<file path="config.mk">
export PLATFORM = sky130hd
export DESIGN_NAME = regfile_zl
export DESIGN_NICKNAME = d
export VERILOG_FILES = /design/src/rtl/rf_pkg.sv /design/src/rtl/rf_write_decode.sv /design/src/rtl/rf_storage.sv /design/src/rtl/rf_read_port.sv /design/src/rtl/regfile_zl.sv
export SDC_FILE = /design/constraint.sdc
export NUM_CORES = 2
export LEC_CHECK = 0
export BUFFER_PORTS_ARGS = -buffer_cell sky130_fd_sc_hd__buf_4
export CAP_MARGIN = 10
export CORE_MARGIN = 1.5
export CORE_UTILIZATION = 30
export CTS_CLUSTER_SIZE = 30
export DETAILED_ROUTE_END_ITERATION = 8
export PLACE_DENSITY = 0.45
export SLEW_MARGIN = 30
export SYNTH_ARGS = -nofsm -noshare
export SYNTH_HDL_FRONTEND = slang
export SYNTH_SLANG_ARGS = --single-unit
</file>
<file path="constraint.sdc">
create_clock -name clk -period 2.6 [get_ports clk]
set_input_delay 0.39 -clock clk [delete_from_list [all_inputs] [get_ports clk]]
set_output_delay 0.39 -clock clk [all_outputs]
set_load 0.005 [all_outputs]
</file>
<file path="src/rtl/rf_pkg.sv">
package rf_pkg;
    parameter int NUM_REGS = 32;
    parameter int DATA_W   = 32;
    localparam int IDX_W    = $clog2(NUM_REGS);
    localparam int LINK_IDX = NUM_REGS - 1;

    typedef logic [IDX_W-1:0]  idx_t;
    typedef logic [DATA_W-1:0] word_t;
endpackage

</file>
<file path="src/rtl/rf_write_decode.sv">
module rf_write_decode
    import rf_pkg::*;
(
    input  logic                   wr_en,
    input  idx_t                   wr_idx,
    input  word_t                  wr_data,
    input  logic                   link_en,
    input  word_t                  link_data,
    output logic [NUM_REGS-1:0]    load,
    output word_t [NUM_REGS-1:0]   load_data
);
    // Entry 0 never loads; the link path wins on the link entry.
    assign load[0]      = 1'b0;
    assign load_data[0] = '0;

    for (genvar i = 1; i < NUM_REGS; i++) begin : g_dec
        logic gen_hit;
        assign gen_hit = wr_en && (wr_idx == IDX_W'(i));
        if (i == LINK_IDX) begin : g_link
            assign load[i]      = link_en || gen_hit;
            assign load_data[i] = link_en ? link_data : wr_data;
        end else begin : g_plain
            assign load[i]      = gen_hit;
            assign load_data[i] = wr_data;
        end
    end
endmodule

</file>
<file path="src/rtl/rf_storage.sv">
module rf_storage
    import rf_pkg::*;
(
    input  logic                   clk,
    input  logic                   rst_n,
    input  logic [NUM_REGS-1:0]    load,
    input  word_t [NUM_REGS-1:0]   load_data,
    output word_t [NUM_REGS-1:0]   regs
);
    // Entry 0 has no flop behind it.
    assign regs[0] = '0;

    for (genvar i = 1; i < NUM_REGS; i++) begin : g_ent
        word_t q;
        always_ff @(posedge clk or negedge rst_n) begin
            if (!rst_n) begin
                q <= '0;
            end else if (load[i]) begin
                q <= load_data[i];
            end
        end
        assign regs[i] = q;
    end

    logic unused_load0;
    assign unused_load0 = load[0] ^ (^load_data[0]);
endmodule

</file>
<file path="src/rtl/rf_read_port.sv">
module rf_read_port
    import rf_pkg::*;
(
    input  word_t [NUM_REGS-1:0]   regs,
    input  idx_t                   idx,
    output word_t                  data
);
    always_comb begin
        if (idx == '0) begin
            data = '0;
        end else begin
            data = regs[idx];
        end
    end
endmodule

</file>
<file path="src/rtl/regfile_zl.sv">
module regfile_zl
    import rf_pkg::*;
(
    input  logic        clk,
    input  logic        rst_n,
    input  logic [4:0]  rd_idx_a,
    output logic [31:0] rd_data_a,
    input  logic [4:0]  rd_idx_b,
    output logic [31:0] rd_data_b,
    input  logic        wr_en,
    input  logic [4:0]  wr_idx,
    input  logic [31:0] wr_data,
    input  logic        link_en,
    input  logic [31:0] link_data
);
    logic [NUM_REGS-1:0]  load;
    word_t [NUM_REGS-1:0] load_data;
    word_t [NUM_REGS-1:0] regs;

    rf_write_decode u_dec (
        .wr_en     (wr_en),
        .wr_idx    (wr_idx),
        .wr_data   (wr_data),
        .link_en   (link_en),
        .link_data (link_data),
        .load      (load),
        .load_data (load_data)
    );

    rf_storage u_store (
        .clk       (clk),
        .rst_n     (rst_n),
        .load      (load),
        .load_data (load_data),
        .regs      (regs)
    );

    rf_read_port u_rd_a (
        .regs (regs),
        .idx  (rd_idx_a),
        .data (rd_data_a)
    );

    rf_read_port u_rd_b (
        .regs (regs),
        .idx  (rd_idx_b),
        .data (rd_data_b)
    );
endmodule

</file>
==> key figures <==
Timing
  – Final setup violation count: 58
  – Fmax achieved: 343 MHz
  – Fin Clk Skew: 0 ps
  – RSZ-0062 raised after global routing: true
  – Max Slew Vio Count: 0
  – Final Cycle Share: 112%
  – Final WS setup: -319 ps
  – Worst Tran Pin Value: 934 ps
  – Period minus WS final: 2920 ps
  – Max_slew headroom: 37.3%
  – Sum Neg Setup Slack: -6090 ps
  – Final hold vios: 0

CTS
  – Root buf cell: clkbuf_16
  – H-tree Lvls: 3
  – CTS clk-pin slew, worst paths: 60 ps
  – CTS tree: built
  – Clk_lat worst skew: 740 ps
  – Max clock buf depth: 3
  – Clock buffer count from CTS: 119
  – CTS sink cnt: 992

Synth
  – Synth Flop Type: dfrtp_1
  – Post-Syn Instances: 3938
  – Cell Area, Synth: 53700 sq um
  – Post-Syn Nets: 4021
  – Async set-or-reset flop fraction in the synthesized netlist: 100%
  – Yosys reg bits: 992
  – Register area share after synthesis: 46.2%
  – Number of different library cells in the post-synthesis netlist: 45
  – Syn Area/Cell: 13.6 sq um
  – Ys Warns: 0
  – Post-synth EDFFs: 0

Final layout
  – Syn-to-layout area delta: 24.8%
  – Biggest regs: u_store.g_ent.q x992
  – FF/Latch Area: 24800 sq um
  – Multi-input combinational cell area: 28300 sq um
  – Max reg flops: 992
  – Most frequent cells in the layout: dfrtp_1, mux2_2, buf_4
  – Share of cells above drive strength 1: 53.1%
  – Most common cell after layout, fill and taps aside: dfrtp_1
  – Fillers: 16.9k
  – Nets: 4372
  – Largest register by flop count: u_store.g_ent.q

Drt
  – Avg Vias per Cell: 5.43
  – Total Wirelength: 197 mm
  – DRT iter0 DRCs: 2349
  – WL/cell: 29.3 um
  – Pre-antenna DRT Iters: 5
  – DRC: 0
  – ANT nets after route: 0
  – Vias: 36.6k

Global route
  – Vias in the first global route: 38.2k
  – First-pass GRT wire length: 287 mm
  – Total congestion overflow: 0
  – Initial antenna violation count: 5
  – Largest net degree at the start of global routing: 78
  – Total GRT Usage: 21.7%

Worst setup path
  – CP Max Fanout: 3
  – Worst setup SP type: flip-flop
  – Worst path top cell family by delay: multiplexers
  – Crit. End Element: output pin
  – Most frequent CP cell: mux4_2
  – Buf+Inv Stages, Crit Path: 1
  – Crit-path max cell delay: 470 ps
  – Crit-path slowest cell: mux4_2
  – Critical Path AT: 2530 ps
  – Critical path required time: 2210 ps
  – Cells along the critical path: mux4_2, mux4_2, mux2_4, buf_6
  – Crit path kind: flip-flop to output pin

Pwr
  – Leak: 29.0 nW
  – Cell Pwr Density: 731 nW/um^2
  – Comb power frac: 22.2%
  – Sw Share: 28.1%
  – Net load switching power: 13.8 mW
  – Seq pwr share: 42.3%
  – Peak supply drop: 509 uV
  – Clk pwr share: 35.5%
  – Internal power: 35.2 mW

Placed design
  – Port buffer count: 146
  – Placer Congestion: 0.795
  – Post-DP HPWL: 128 mm
  – Worst slack, placed: -453 ps

Floorplan
  – Die X: 426 um
  – Core area: 178000 sq um
  – Die height: 426 um
  – Die Footprint: 181000 sq um
  – Boundary Pins: 147
  – Starting Density: 30.2%
  – Site row count: 155

Min path
  – Worst hold-check path type: input pin to flip-flop

Run status
  – Failing checks: negative setup slack
  – Status: complete, but fails checks

Job
  – Max Cap Violations: 0
## final cells by class
class                   instances  share of cell area, %
inverters                       3                 0.0205
repair buffers                648                   10.2
multi-input cells            2525                   42.3
well taps                    2355                   4.40
diodes                          1                0.00374
flip-flops and latches        992                   37.1
clock buffers                 175                   5.27
clock inverters                43                  0.764
## worst register-to-register path: cells and delay by family (launching register included)
family | cells | cell delay, ps
flip-flops | 1 | 390
buffers and inverters | 2 | 260
multiplexers | 1 | 250
## metal layers
| metal | GRT usage, % | vias up | share of wire, % |
|---|---|---|---|
| li1 | - | 15600 | - |
| met5 | 0 | - | 0.0066 |
| met2 | 36.8 | 836 | 50 |
| met3 | 2.53 | 273 | 3.4 |
| met4 | 6.45 | 2 | 3.2 |
| met1 | 29.0 | 19900 | 44 |
## cell usage after synthesis, types with 4 or more instances
cell type  instances  area [sq um]
mux2_1           143          1610
mux4_2           374          8420
a21oi_1          113           566
o21ai_1           63           315
o211ai_1          31           233
a311oi_1           7          61.3
o221ai_1          11          96.3
a31oi_1            7          43.8
mux2_2           882          9930
nand4_1           11          68.8
dfrtp_1          992         24800
a22oi_1           65           488
nor2_1            77           289
buf_4             25           188
buf_2            111           556
nand2_1          261           980
a211o_1           10          87.6
nand3_1           33           165
nor3_1            41           205
mux2i_1          240          2400
and2_1             4          25.0
o21ai_0           32           160
buf_1             67           251
nand2b_1           5          31.3
a221oi_1          42           368
clkbuf_1         214           803
nor2b_1           50           313
## power by group through the flow
| stage | Sequential, mW | Clock (mW) | Combinational [mW] |
|---|---|---|---|
| floorplan | 20.0 | 0 | 7.05 |
| finish | 20.7 | 17.4 | 10.9 |
| global placement | 20.9 | 0 | 10.0 |
| CTS | 20.6 | 17.8 | 10.7 |
| global route | 21.1 | 18.4 | 11.7 |
| detailed placement | 20.9 | 0 | 10.1 |
## logic make-up after synthesis
logic type             Yosys count  share of synthesized area [%]
buffers and inverters          421                           3.39
AO/OA/AOI/OAI                  389                           4.62
AND/OR/NAND/NOR                497                           4.07
multiplexers                  1639                           41.7
flip-flops                     992                           46.2
## per-stage QoR
stage               cell area, sq um  instances  hold WS (ps)  utilization [%]  power [mW]
global route                   67000       6742          23.7             37.6        51.2
global placement               61000       6454           316             34.3        30.9
floorplan                      53700       3938          94.4                -        27.1
detailed placement             61000       6454           315             34.3        31.1
finish                         67000       6742          68.9             37.6        49.0
CTS                            66300       6722          19.7             37.3        49.2
## worst paths after layout
check	start	endpoint	depth (start not counted)	slack [ps]
max reg2reg	u_store.g_ent[14].q[24]$_DFFE_PN0P_	u_store.g_ent[14].q[24]$_DFFE_PN0P_	3	1590
min	link_en	u_store.g_ent[31].q[1]$_DFFE_PN0P_	3	70
min in group asynchronous	rst_n	u_store.g_ent[17].q[23]$_DFFE_PN0P_	2	160
min reg2reg	u_store.g_ent[27].q[8]$_DFFE_PN0P_	u_store.g_ent[27].q[8]$_DFFE_PN0P_	1	500
max	u_store.g_ent[8].q[11]$_DFFE_PN0P_	rd_data_b[11]	4	-320
max in group asynchronous	rst_n	u_store.g_ent[31].q[16]$_DFFE_PN0P_	4	1440
## repair_timing
action                     CTS  global route
hold endpoints to repair   511             0
hold buffers                32             0
pin swaps                   70            74
resized for setup          186           120
gates cloned                 0             1
setup endpoints to repair   64            64
buffers inserted            36            21
No activity file was read; power rests on OpenSTA's default activity.
